**src/rtl/hs_xfer_pkg.sv**
```systemverilog
package hs_xfer_pkg;
    // Port bit positions decoded from host writes (active low lines)
    localparam int PB_ACK_BIT = 4;
    localparam int PB_TIP_BIT = 5;
    // Direction bit in the control word: 1 = host to device
    localparam int CTL_OUT_BIT = 4;
    // Direction register value that bypasses the interrupt delay
    localparam logic [7:0] DIR_BYPASS = 8'hFF;
endpackage

```
**src/rtl/xfer_buf.sv**
```systemverilog
// xfer_buf: small byte store with one synchronous write port and one
// combinational read port. Assumes the caller keeps addresses in range.
module xfer_buf #(
    parameter int DEPTH = 16,
    localparam int AW = $clog2(DEPTH)
) (
    input  logic          clk,
    input  logic          we,
    input  logic [AW-1:0] waddr,
    input  logic [7:0]    wdata,
    input  logic [AW-1:0] raddr,
    output logic [7:0]    rdata
);
    logic [7:0] mem [DEPTH];

    // Write one byte per enabled cycle
    always_ff @(posedge clk) begin
        if (we) mem[waddr] <= wdata;
    end

    // Asynchronous read of the addressed byte
    assign rdata = mem[raddr];
endmodule

```
**src/rtl/sr_irq_delay.sv**
```systemverilog
// sr_irq_delay: turns a trigger pulse into a delayed interrupt level.
// A trigger restarts the countdown; bypass raises the interrupt at the
// trigger edge. Assumes DELAY_CYC >= 1.
module sr_irq_delay #(
    parameter int DELAY_CYC = 60000,
    localparam int CW = $clog2(DELAY_CYC + 1)
) (
    input  logic clk,
    input  logic rst_n,
    input  logic trig,
    input  logic bypass,
    input  logic clr,
    output logic irq
);
    logic [CW-1:0] cnt;
    logic          armed;
    logic          expire;

    assign expire = armed && (cnt == CW'(1)) && !trig;

    // Countdown: restart on trigger, stop at expiry
    always_ff @(posedge clk) begin
        if (!rst_n) begin
            cnt   <= '0;
            armed <= 1'b0;
        end else if (trig && !bypass) begin
            cnt   <= CW'(DELAY_CYC);
            armed <= 1'b1;
        end else if (trig) begin
            armed <= 1'b0;
        end else if (expire) begin
            armed <= 1'b0;
        end else if (armed) begin
            cnt <= cnt - CW'(1);
        end
    end

    // Interrupt level: raise wins over clear
    always_ff @(posedge clk) begin
        if (!rst_n)                         irq <= 1'b0;
        else if ((trig && bypass) || expire) irq <= 1'b1;
        else if (clr)                        irq <= 1'b0;
    end
endmodule

```
**src/rtl/hs_engine.sv**
```systemverilog
// hs_engine: decodes host port writes into byte moves, end-of-packet and
// sync events; owns both buffers and their indices. Assumes pushes and
// commits are not issued during an inbound transfer.
module hs_engine
    import hs_xfer_pkg::*;
#(
    parameter int DEPTH = 16,
    localparam int AW = $clog2(DEPTH),
    localparam int PW = AW + 1
) (
    input  logic          clk,
    input  logic          rst_n,
    input  logic          pb_wr,
    input  logic [7:0]    pb_wdata,
    input  logic          ctl_wr,
    input  logic [7:0]    ctl_wdata,
    input  logic          sr_wr,
    input  logic [7:0]    sr_wdata,
    input  logic          in_push,
    input  logic [7:0]    in_byte,
    input  logic          in_commit,
    input  logic [AW-1:0] out_raddr,
    output logic          treq_n,
    output logic [7:0]    sr_data,
    output logic [7:0]    out_rdata,
    output logic          pkt_done,
    output logic [PW-1:0] pkt_len,
    output logic          sched,
    output logic          ack_q,
    output logic          tip_q,
    output logic [PW-1:0] out_cnt
);
    logic          dir_out;
    logic [PW-1:0] in_size, rd_idx, wr_ptr;
    logic [7:0]    in_rdata;
    logic          new_ack, new_tip, pair_chg, xfer;
    logic          mv_out, mv_in, sync_tg, close, idle_wr;
    logic [PW-1:0] rd_nx;

    // Event decode from the current write and the stored handshake history
    always_comb begin
        new_ack  = pb_wdata[PB_ACK_BIT];
        new_tip  = pb_wdata[PB_TIP_BIT];
        pair_chg = (new_ack != ack_q) || (new_tip != tip_q);
        xfer     = pb_wr && !new_tip;
        mv_out   = xfer && dir_out && pair_chg && (out_cnt < PW'(DEPTH));
        mv_in    = xfer && !dir_out && pair_chg && (rd_idx < in_size);
        sync_tg  = pb_wr && new_tip && tip_q && (new_ack != ack_q);
        idle_wr  = pb_wr && new_tip && !sync_tg;
        close    = idle_wr && !tip_q;
        rd_nx    = rd_idx + PW'(1);
        sched    = mv_out || mv_in || sync_tg || close || in_commit;
    end

    xfer_buf #(.DEPTH(DEPTH)) u_out_buf (
        .clk(clk), .we(mv_out), .waddr(out_cnt[AW-1:0]), .wdata(sr_data),
        .raddr(out_raddr), .rdata(out_rdata)
    );

    xfer_buf #(.DEPTH(DEPTH)) u_in_buf (
        .clk(clk), .we(in_push && (wr_ptr < PW'(DEPTH))), .waddr(wr_ptr[AW-1:0]),
        .wdata(in_byte), .raddr(rd_idx[AW-1:0]), .rdata(in_rdata)
    );

    // Handshake history and direction select
    always_ff @(posedge clk) begin
        if (!rst_n) begin
            ack_q   <= 1'b1;
            tip_q   <= 1'b1;
            dir_out <= 1'b0;
        end else begin
            if (pb_wr) begin
                ack_q <= new_ack;
                tip_q <= new_tip;
            end
            if (ctl_wr) dir_out <= ctl_wdata[CTL_OUT_BIT];
        end
    end

    // Shift register: host write or inbound byte load
    always_ff @(posedge clk) begin
        if (!rst_n)      sr_data <= '0;
        else if (mv_in)  sr_data <= in_rdata;
        else if (sr_wr)  sr_data <= sr_wdata;
    end

    // Outbound index and packet completion pulse
    always_ff @(posedge clk) begin
        if (!rst_n) begin
            out_cnt  <= '0;
            pkt_done <= 1'b0;
            pkt_len  <= '0;
        end else begin
            pkt_done <= 1'b0;
            if (mv_out) begin
                out_cnt <= out_cnt + PW'(1);
            end else if (close && (out_cnt != '0)) begin
                pkt_done <= 1'b1;
                pkt_len  <= out_cnt;
                out_cnt  <= '0;
            end
        end
    end

    // Inbound packet indices
    always_ff @(posedge clk) begin
        if (!rst_n) begin
            in_size <= '0;
            rd_idx  <= '0;
            wr_ptr  <= '0;
        end else if (in_commit) begin
            in_size <= wr_ptr;
            rd_idx  <= '0;
            wr_ptr  <= '0;
        end else begin
            if (in_push && (wr_ptr < PW'(DEPTH))) wr_ptr <= wr_ptr + PW'(1);
            if (mv_in) rd_idx <= rd_nx;
        end
    end

    // Transfer request line toward the host
    always_ff @(posedge clk) begin
        if (!rst_n)                        treq_n <= 1'b1;
        else if (in_commit && tip_q)       treq_n <= (wr_ptr == '0);
        else if (mv_in && (rd_nx >= in_size)) treq_n <= 1'b1;
        else if (sync_tg)                  treq_n <= new_ack;
        else if (idle_wr && (rd_idx < in_size)) treq_n <= 1'b0;
    end
endmodule

```
**src/rtl/hs_xfer.sv**
```systemverilog
// hs_xfer: top of the handshake byte transfer engine. Joins the handshake
// decoder with the delayed shift-register interrupt. Assumes one host
// access per cycle.
module hs_xfer
    import hs_xfer_pkg::*;
#(
    parameter int DEPTH    = 16,
    parameter int CLK_HZ   = 200_000_000,
    parameter int DELAY_US = 300,
    localparam int AW = $clog2(DEPTH),
    localparam int PW = AW + 1,
    localparam int DELAY_CYC = (CLK_HZ / 1_000_000) * DELAY_US
) (
    input  logic          clk,
    input  logic          rst_n,
    input  logic          pb_wr,
    input  logic [7:0]    pb_wdata,
    input  logic          ctl_wr,
    input  logic [7:0]    ctl_wdata,
    input  logic [7:0]    pb_dir,
    input  logic          sr_wr,
    input  logic [7:0]    sr_wdata,
    input  logic          sr_clr,
    input  logic          in_push,
    input  logic [7:0]    in_byte,
    input  logic          in_commit,
    input  logic [AW-1:0] out_raddr,
    output logic          treq_n,
    output logic [7:0]    sr_data,
    output logic [7:0]    out_rdata,
    output logic          pkt_done,
    output logic [PW-1:0] pkt_len,
    output logic          sr_irq
);
    logic          sched;
    logic          ack_q, tip_q;
    logic [PW-1:0] out_cnt;

    hs_engine #(.DEPTH(DEPTH)) u_eng (
        .clk(clk), .rst_n(rst_n), .pb_wr(pb_wr), .pb_wdata(pb_wdata),
        .ctl_wr(ctl_wr), .ctl_wdata(ctl_wdata), .sr_wr(sr_wr),
        .sr_wdata(sr_wdata), .in_push(in_push), .in_byte(in_byte),
        .in_commit(in_commit), .out_raddr(out_raddr), .treq_n(treq_n),
        .sr_data(sr_data), .out_rdata(out_rdata), .pkt_done(pkt_done),
        .pkt_len(pkt_len), .sched(sched), .ack_q(ack_q), .tip_q(tip_q),
        .out_cnt(out_cnt)
    );

    sr_irq_delay #(.DELAY_CYC(DELAY_CYC)) u_irq (
        .clk(clk), .rst_n(rst_n), .trig(sched),
        .bypass(pb_dir == DIR_BYPASS), .clr(sr_clr), .irq(sr_irq)
    );
endmodule

```
**config.mk**
```make
export PLATFORM = sky130hd
export DESIGN_NAME = hs_xfer
export DESIGN_NICKNAME = d
export VERILOG_FILES = /design/src/rtl/hs_xfer_pkg.sv /design/src/rtl/xfer_buf.sv /design/src/rtl/sr_irq_delay.sv /design/src/rtl/hs_engine.sv /design/src/rtl/hs_xfer.sv
export SDC_FILE = /design/constraint.sdc
export NUM_CORES = 1
export LEC_CHECK = 0
export CORE_AREA = 2 2 193 195
export DETAILED_ROUTE_END_ITERATION = 10
export DIE_AREA = 0 0 195 197
export PLACE_DENSITY_LB_ADDON = 0.2
export SLEW_MARGIN = 20
export SYNTH_ARGS = -nofsm -noshare
export SYNTH_HDL_FRONTEND = slang
export SYNTH_SLANG_ARGS = --single-unit
```
**constraint.sdc**
```tcl
create_clock -name clk -period 5 [get_ports clk]
set_input_delay 0.5 -clock clk [delete_from_list [all_inputs] [get_ports clk]]
set_output_delay 0.5 -clock clk [all_outputs]
set_load 0.02 [all_outputs]
```
==> metrics.cfg <==
[sta]
setup_violations=0
worst_slack_ns=1.61
tightest_slew_ns=1.08
fin_crit_sh_pct=67.9
finalSetupTns_ns=0
fin_crit_ns=3.39
max_slew_margin_pct=28.0
max_freq_mhz=295
rsz0062_at_grt=no
hold_viol=0
fin_worst_skew_ns=0.0235
slew_viol_final=0

[clock_tree]
cts_hold_buf=0
htree_levels=2
numCtsBuffers=36
post-cts-setup-buffers=0
cts_tree=built
cts_buffer_depth=3
cts_resized=0
clock_latency_ns=0.53
cts_sinks=316
cts_root_buf=clkbuf_16
path_clk_slew_ns=0.05

[die]
chipHeight_microns=197
core-area_sq_mm=0.0363
num_rows=70
die_width_microns=195
initial_core_util_pct=35.8
ios=76
dieArea_sq_mm=0.0384

[flow_run]
maxCapViolations=0

[route]
drtIter0Drc=320
drtPass1Iterations=5
drcViolationCount=0
wire_per_inst_microns=20.9
ant_nets=0
vias=6808
viasPerCell=5.10
finalWirelength_mm=27.9

[logic_synthesis]
synth_cell_types=58
synth_top_family_by_area=multiplexers
synthFlopType=edfxtp_1
muxShareOfSynthArea_pct=15.6
synth_top_area_share_pct=59.3
synthAdderAreaFrac_pct=2.03
yosys_register_bits=316
synth_area_leaders=edfxtp_1, mux4_2, dfxtp_1
syn_area_sq_mm=0.0130
synth-simple-area-share_pct=6.78
synth_common_cells=edfxtp_1, mux4_2, dfxtp_1, nor2_1, nand2_1
synth_edf_count=256
synth_xor_xnor_area_share_pct=1.00
ys_seq_area_share_pct=68.6
synthesis.nets=830
syn_avg_cell_area_sq_um=17.1
yosys.area.top_type=edfxtp_1
yosys_warnings=0
synth.most_common_cell=edfxtp_1
netlist_instances=757
synth_compound_area_share_pct=4.49
async_flop_share_pct=0

[final_layout]
design_area_sq_mm=0.0153
ff_latch_area_sq_mm=0.00889
diodes=0
drive_gt1_share_pct=19.7
nFillCells=3272
final_nets=913
area_delta_synth_final_pct=17.9
multi_input_area_sq_mm=0.00388

[setup_path]
start_kind=primary input
timing.rr.end=u_eng.u_out_buf.mem[7][5]$_DFFE_PP_
critPathRequiredTime_ns=4.50
crit_type=primary input to primary output
cp-end-kind=primary output
r2r_setup_slack_ns=2.32
cp_max_fo=32
r2r.worst_path.cells=4
rr_startpoint=u_eng.tip_q$_SDFFE_PN1P_
cp.arrival_ns=2.89

[power_and_ir_drop]
power_frac_seq_pct=51.0
vdd_drop_max_v=0.000208
p_leak_uw=0.00484
power.density_mw_per_mm2=372
switching_share_pct=21.3
combPwrFrac_pct=5.4
p_int_uw=4470
p_clk_share_pct=43.6
p_sw_uw=1210

[global_route]
grt_max_degree=33
overflow=0
antenna_found_initial=0
first_global_vias=6977
grt_pass1_wl_mm=42.6
gr-usage-all-layers_pct=14.7

[placement]
place_congestion=0.749
dpl.hpwl_mm=18.0
io_buffers=62
dpl_cell_area_sq_mm=0.0142
dpl_worst_slack_ns=1.55

[status]
status=completed

[worst_hold_path]
whs_endpoint=u_irq.irq$_SDFFE_PN0P_
hp-start=u_irq.irq$_SDFFE_PN0P_
hp-class=flip-flop to flip-flop
min_delay_path_depth=2

==> placed cells by master (no fill, tap or decap), types with 6 or more instances in the layout <==
master,Yosys,routed
edfxtp_1,256,256
mux4_2,72,72
clkdlybuf4s50_1,0,61
dfxtp_1,60,59
nor2_1,52,52
clkbuf_16,0,36
nand2_1,29,29
a21oi_1,24,24
mux2i_1,21,21
ha_1,21,21
buf_4,0,19
mux2_2,17,17
inv_1,14,14
o31a_1,14,14
nor2b_1,13,13
o21ai_1,12,12
clkbuf_1,19,12
nand2b_1,10,10
xnor2_1,8,8
nor4_1,8,8
nand4_1,7,7
clkinv_1,0,7
o21ai_0,6,6
o31ai_1,6,6
or4_1,6,6
==> through the flow <==
stage / util [%] / hold slack [ns] / total power [uW] / cells
final: 42.1 / 0.472 / 5690 / 1335
after floorplan: - / 0.460 / 3130 / 757
after detailed placement: 39.1 / 0.470 / 3270 / 1270
after global routing: 42.1 / 0.511 / 5880 / 1335
after global placement: 39.1 / 0.464 / 3270 / 1270
after CTS: 42.1 / 0.479 / 5760 / 1335
==> layout make-up <==
cell class                 count  share of cell area [%]
clock inverter                16                    1.01
multi-input combinational    391                    25.4
clock buffer                  49                    6.28
inverter                      14                   0.344
sequential                   316                    58.2
timing repair buffer          81                    4.96
tap                          468                    3.83
==> how the worst max path moves through the flow <==
stage / from / to / slack [ns]
2_1_floorplan: out_raddr[0] / out_rdata[0] / 2.42
3_3_place_gp: out_raddr[1] / out_rdata[1] / 1.60
3_5_place_dp: pb_wr / u_eng.u_out_buf.mem[7][1]$_DFFE_PP_ / 1.55
4_1_cts: out_raddr[1] / out_rdata[1] / 1.59
5_1_grt: out_raddr[1] / out_rdata[1] / 1.55
6_report: out_raddr[1] / out_rdata[1] / 1.61
==> worst max-delay path: stages <==
cell and delay (ns):
clkdlybuf4s50_1 0.46, buf_4 0.42, mux4_2 0.43, mux4_2 0.50, clkdlybuf4s50_1 0.56
==> layer usage <==
| layer | track usage, % | wire, microns | vias to the layer above |
|---|---|---|---|
| met5 | 0 | 0 | - |
| met4 | 4.47 | 479 | 0 |
| met1 | 18.8 | 12200 | 3465 |
| met2 | 26.1 | 14300 | 119 |
| met3 | 2.09 | 875 | 39 |
| li1 | - | - | 3185 |
==> registers in the layout, summed over array words and instances, names as in the netlist, 5 cells and up, named ones only <==
name                 count
u_eng.u_in_buf.mem     128
u_eng.u_out_buf.mem    128
u_irq.cnt               16
u_eng.sr_data            8
u_eng.in_size            5
u_eng.out_cnt            5
u_eng.pkt_len            5
u_eng.rd_idx             5
u_eng.wr_ptr             5
==> power by group through the flow <==
stage	Combinational (uW)	Clock [uW]	Sequential, uW
2_1_floorplan	170	0	2960
3_3_place_gp	311	0	2950
3_5_place_dp	314	0	2950
4_1_cts	315	2550	2900
5_1_grt	338	2640	2900
6_report	308	2480	2900
==> logic make-up (layout without fill, tap and decap cells) <==
family,after synthesis,after routing
xor+xnor,14,14
flops,316,316
compound gates,85,85
mux,110,110
simple gates,161,161
buf+inv,50,160
fa+ha+maj,21,21
Note: power is estimated with default switching activity, not from simulation.
